--- src/rtl/hit_event_buffer.sv ---
module hit_event_buffer #(
  parameter int NCHIP  = 10,
  parameter int CHIP_W = 16,
  parameter int LAT    = 8,
  parameter int NSLOT  = 4
) (
  input  logic                    clk,
  input  logic                    rst_n,
  input  logic [NCHIP*CHIP_W-1:0] hit_in,
  input  logic                    l1_valid,
  input  logic                    l1_accept,
  input  logic                    l2_valid,
  input  logic                    l2_accept,
  output logic                    busy,
  output logic                    l1_overflow,
  output logic                    rd_valid,
  input  logic                    rd_ready,
  output logic [CHIP_W-1:0]       rd_data,
  output logic                    rd_last
);
  localparam int HW = NCHIP * CHIP_W;
  localparam int LW = (LAT > 1) ? $clog2(LAT) : 1;
  localparam int SW = (NSLOT > 1) ? $clog2(NSLOT) : 1;
  localparam int PW = SW + 1;
  localparam int CW = (NCHIP > 1) ? $clog2(NCHIP) : 1;

  localparam logic [1:0] S_FREE = 2'd0;
  localparam logic [1:0] S_WAIT = 2'd1;
  localparam logic [1:0] S_READ = 2'd2;
  localparam logic [1:0] S_DROP = 2'd3;

  logic [HW-1:0] dline [LAT];
  logic [LW-1:0] dptr;
  logic [HW-1:0] delayed;

  logic [HW-1:0] slot  [NSLOT];
  logic [1:0]    state [NSLOT];
  logic [PW-1:0] head, l2p, rdp, occ;
  logic [CW-1:0] widx;
  logic [SW-1:0] hi, li, ri;
  logic          alloc, decide, take, skip;

  assign delayed = dline[dptr];

  always_ff @(posedge clk or negedge rst_n) begin
    if (!rst_n) begin
      dptr <= '0;
      for (int i = 0; i < LAT; i++) dline[i] <= '0;
    end else begin
      dline[dptr] <= hit_in;
      dptr <= (dptr == LW'(LAT - 1)) ? '0 : dptr + 1'b1;
    end
  end

  assign hi  = head[SW-1:0];
  assign li  = l2p[SW-1:0];
  assign ri  = rdp[SW-1:0];
  assign occ = head - rdp;

  assign busy     = (occ == PW'(NSLOT));
  assign alloc    = l1_valid && l1_accept && !busy;
  assign decide   = l2_valid && (l2p != head);
  assign rd_valid = (occ != '0) && (state[ri] == S_READ);
  assign skip     = (occ != '0) && (state[ri] == S_DROP);
  assign take     = rd_valid && rd_ready;
  assign rd_data  = slot[ri][int'(widx)*CHIP_W +: CHIP_W];
  assign rd_last  = (widx == CW'(NCHIP - 1));

  always_ff @(posedge clk or negedge rst_n) begin
    if (!rst_n) begin
      head        <= '0;
      l2p         <= '0;
      rdp         <= '0;
      widx        <= '0;
      l1_overflow <= 1'b0;
      for (int i = 0; i < NSLOT; i++) begin
        state[i] <= S_FREE;
        slot[i]  <= '0;
      end
    end else begin
      l1_overflow <= l1_valid && l1_accept && busy;
      if (alloc) begin
        slot[hi]  <= delayed;
        state[hi] <= S_WAIT;
        head      <= head + 1'b1;
      end
      if (decide) begin
        state[li] <= l2_accept ? S_READ : S_DROP;
        l2p       <= l2p + 1'b1;
      end
      if (skip) begin
        state[ri] <= S_FREE;
        rdp       <= rdp + 1'b1;
      end else if (take) begin
        if (rd_last) begin
          state[ri] <= S_FREE;
          rdp       <= rdp + 1'b1;
          widx      <= '0;
        end else begin
          widx <= widx + 1'b1;
        end
      end
    end
  end

  a_r3_never_overfilled: assert property (@(posedge clk) disable iff (!rst_n)
    occ <= PW'(NSLOT));

  a_r4_overflow_pulse: assert property (@(posedge clk) disable iff (!rst_n)
    (l1_valid && l1_accept && busy) |=> l1_overflow);

  a_r4_overflow_drops: assert property (@(posedge clk) disable iff (!rst_n)
    (l1_valid && busy) |=> (head == $past(head)));

  a_r5_reject_no_store: assert property (@(posedge clk) disable iff (!rst_n)
    (l1_valid && !l1_accept) |=> (head == $past(head)));

  a_r8_stall_holds: assert property (@(posedge clk) disable iff (!rst_n)
    (rd_valid && !rd_ready) |=> (rd_valid && $stable(rd_data)));

  a_r9_idle_decision: assert property (@(posedge clk) disable iff (!rst_n)
    (l2_valid && (l2p == head)) |=> (l2p == $past(l2p)));

  a_r11_no_gap: assert property (@(posedge clk) disable iff (!rst_n)
    (rd_valid && rd_ready && !rd_last) |=> rd_valid);

endmodule

--- config.mk ---
export PLATFORM = sky130hd
export DESIGN_NAME = hit_event_buffer
export DESIGN_NICKNAME = d
export VERILOG_FILES = /design/src/rtl/hit_event_buffer.sv
export SDC_FILE = /design/constraint.sdc
export NUM_CORES = 2
export LEC_CHECK = 0
export ABC_CLOCK_PERIOD_IN_PS = 5800
export BUFFER_PORTS_ARGS = -buffer_cell sky130_fd_sc_hd__clkbuf_2
export CAP_MARGIN = 20
export CORE_ASPECT_RATIO = 0.8
export CORE_MARGIN = 2
export CORE_UTILIZATION = 40
export DETAILED_ROUTE_END_ITERATION = 8
export GPL_TIMING_DRIVEN = 0
export PLACE_DENSITY = 0.56
export SYNTH_ARGS = -nofsm -noshare
export SYNTH_HDL_FRONTEND = slang
export SYNTH_SLANG_ARGS = --single-unit
--- constraint.sdc ---
create_clock -name clk -period 5.8 [get_ports clk]
set_clock_uncertainty 0.1 [all_clocks]
set_input_delay 1.16 -clock clk [delete_from_list [all_inputs] [get_ports clk]]
set_output_delay 1.16 -clock clk [all_outputs]
set_load 0.005 [all_outputs]
==> results.yml <==
outcome:
  outcome: "complete, but fails checks"
  violations: "slew limit"
place:
  place_ws_ns: 0.692
  dpl.hpwl_um: 233000
  dpl.cell_count: 9570
  port-buffer-count: 186
  globalplace.congestion: 0.924
global_route:
  grt_max_degree: 115
  grt_pass1_vias: 58900
  grtUsageTotal_pct: 30.1
  grt_pass1_wl_um: 461000
  grt_remaining_overflow: 0
  antenna_found_initial: 68
floorplan:
  die_w_um: 521
  initial_utilization_pct: 40.3
  io_pins: 187
  die_y_um: 417
  die-area_mm2: 0.217
  design.core.area_mm2: 0.212
  rows: 151
route:
  drtPass1Iterations: 7
  remaining_drc_errors: 0
  routed_via_density: 6.06
  wl_per_cell_um: 33.2
  drt_iter0_markers: 7433
  drt-total-wl_um: 331000
  vias: 60500
  postRouteAntennaNets: 0
  wl_met2_um: 138000
  dr.max_layer_used: "met5"
  routed-wl-met3_um: 36300
  drt-met1-wl_um: 141000
cells_and_area:
  fin_nets: 7140
  final_core_util_pct: 46.7
  synthToLayoutAreaGrowth_pct: 15.8
  mostFrequentLayoutCell: "dfrtp_1"
  final_cells: 9977
  drive_above_1_share_pct: 36.0
  final_cell_mix: "1945 x dfrtp_1, 1329 x mux2_2, 707 x nand2_1"
clock_tree:
  numCtsBuffers: 198
  cts_max_level: 4
  clk_path_buf_depth: 3
  postCtsSetupRepairBufs: 0
  cts_sinks: 1945
  cts.clk_slew.worst_paths_ns: 0.06
  clk_latency_ns: 0.86
  cts_root_buf: "clkbuf_16"
  cts_tree: "done"
timing:
  hold_viol: 0
  drv_slew: 8
  hold_ws_ns: 0.139
  fin_ws_ns: 0.122
  finalSetupViolCount: 0
  setup-tns-final_ns: 0
  maxSlewHeadroom_pct: -6.55
  fmaxAchievable_mhz: 176
  grt_setup_unrepaired: "no"
  final.min_clock_period_ns: 5.68
  worstMarginPinSlew_ns: 1.60
  period_share_pct: 97.9
setup_path:
  reg2reg_to: "slot[453]"
  r2r-start: "rdp[1]"
  crit_fanout: 10
  start_kind: "flip-flop"
  rrSetupSlack_ns: 0.57
  endpoint: "rd_data[13]"
  startpoint: "rdp[0]"
  cp-end-kind: "primary output"
  critPathKind: "reg2out"
  crit_required_ns: 4.54
  reg2reg_depth: 12
  crit_arrival_ns: 4.42
synth:
  syn_nets: 6609
  yosysUniqueCellTypes: 55
  yosys_warnings: 0
  syn_inst: 6426
  syn_area_mm2: 0.0855
  synthArstFlopShare_pct: 100
  synth_compound_area_share_pct: 8.87
  ys_ff_latch: 1945
  ys.flop_type: "dfrtp_1"
  synth_edf_count: 0
  muxShareOfSynthArea_pct: 26.7
  yosysSeqAreaShare_pct: 57.0
  syn_area_per_cell_um2: 13.3
  synth_adder_area_share_pct: 0.234
  synth_xor_area_share_pct: 0.161
  synth_top_family_by_area: "multiplexers"
  synth-simple-area-share_pct: 4.13
pwr:
  peakVddDrop_uv: 335
  switching_power_mw: 12.9
  p_leak_nw: 42.6
  netSwitchingFraction_pct: 31.8
  power.density_mw_per_mm2: 409
  comb_power_share_pct: 23.3
  p_seq_share_pct: 43.0
  internal_power_mw: 27.6
  clkPwrFrac_pct: 33.6
worst_hold_path:
  hold_path.class: "in2async"
job:
  drv_cap: 0
## metrics by stage
step	total power, mW	area [µm²]
floorplan	23.0	85500
global placement	26.7	89900
detailed placement	26.9	91800
CTS	40.5	98700
global route	42.2	98900
finish	40.5	99000
## power groups by stage
| stage | registers, mW | logic, mW | clock network (mW) |
|---|---|---|---|
| 3_3_place_gp | 17.7 | 8.99 | 0 |
| 3_5_place_dp | 17.6 | 9.30 | 0 |
| 6_report | 17.4 | 9.44 | 13.6 |
| 2_1_floorplan | 17.2 | 5.83 | 0 |
| 4_1_cts | 17.4 | 9.34 | 13.7 |
| 5_1_grt | 17.7 | 10.2 | 14.3 |
## worst min-delay path by stage
stage                    from   endpoint  slack, ns  cells after the start
floorplan            slot[83]   slot[83]       0.34                      2
global placement    slot[286]  slot[286]       0.36                      2
detailed placement  slot[180]  slot[180]       0.37                      2
CTS                     rst_n  slot[187]       0.13                      1
global route            rst_n   slot[27]       0.13                      1
finish                  rst_n   slot[27]       0.14                      1
## state kept, by name (all words and copies together) (netlist names)
signal / flops
dline: 1280
head: 3
l1_overflow: 1
widx: 4
rdp: 3
dptr: 3
l2p: 3
state: 8
slot: 640
## logic make-up (layout without fill, tap and decap cells)
logic type | count (synthesis) | count (layout)
AOI/OAI and AO/OA | 1214 | 1214
xor gates and xnor gates | 14 | 14
adders and majority gates | 16 | 16
buffers and inverters | 512 | 1205
DFF | 1945 | 1945
muxes | 1835 | 1835
other | 0 | 28
and+or+nand+nor | 890 | 890
## metal layers
metal | up-vias | track usage (%)
li1 | 24600 | -
met1 | 32200 | 43.1
met2 | 2990 | 42.4
met3 | 705 | 9.43
met4 | 34 | 12.0
met5 | - | 0
## synth_stat cells (9+ instances only)
| cell | instances | area [µm²] |
|---|---|---|
| a221oi_1 | 133 | 1160 |
| a221o_1 | 30 | 300 |
| o211ai_1 | 16 | 120 |
| a22o_1 | 52 | 455 |
| nor2_1 | 95 | 357 |
| ha_1 | 16 | 200 |
| dfrtp_1 | 1945 | 48700 |
| nor3_1 | 14 | 70.1 |
| a21oi_1 | 83 | 415 |
| and3_1 | 20 | 125 |
| buf_1 | 20 | 75.1 |
| nand3_1 | 18 | 90.1 |
| nor2b_1 | 14 | 87.6 |
| mux4_2 | 225 | 5070 |
| a211oi_1 | 25 | 188 |
| mux2_2 | 1329 | 15000 |
| a222oi_1 | 16 | 160 |
| inv_1 | 9 | 33.8 |
| o21ai_0 | 588 | 2940 |
| buf_4 | 24 | 180 |
| clkbuf_1 | 173 | 649 |
| o22ai_1 | 55 | 344 |
| nand2_1 | 707 | 2650 |
| o21ai_1 | 73 | 365 |
| mux2i_1 | 281 | 2810 |
| buf_2 | 267 | 1340 |
| a22oi_1 | 117 | 878 |
| buf_6 | 19 | 214 |
## repair_timing
action	in CTS	in global routing
gates resized for setup	6	3
endpoints found under the hold margin	0	0
hold buffers	0	0
pin swaps	0	1
setup endpoints to repair	6	4
## worst max-delay path, stage by stage (launching register included)
cell and delay (ns):
dfrtp_1 0.43, clkbuf_4 0.32, buf_4 0.32, buf_4 0.34
buf_4 0.35, mux2i_1 0.24, o22ai_1 0.16, a211oi_2 0.45
a21oi_1 0.33, a221o_1 0.46, clkbuf_2 0.13
## cell type report
class	count	area, µm²
tap	2830	3540
sequential	1945	48700
buffer	503	2470
fill	19200	113000
clock inverter	65	917
timing repair buffer	331	2920
multi-input combinational	3969	34400
clock buffer	297	5940
antenna	28	70.1
inverter	9	33.8
Power figures use the tool's default switching activity.
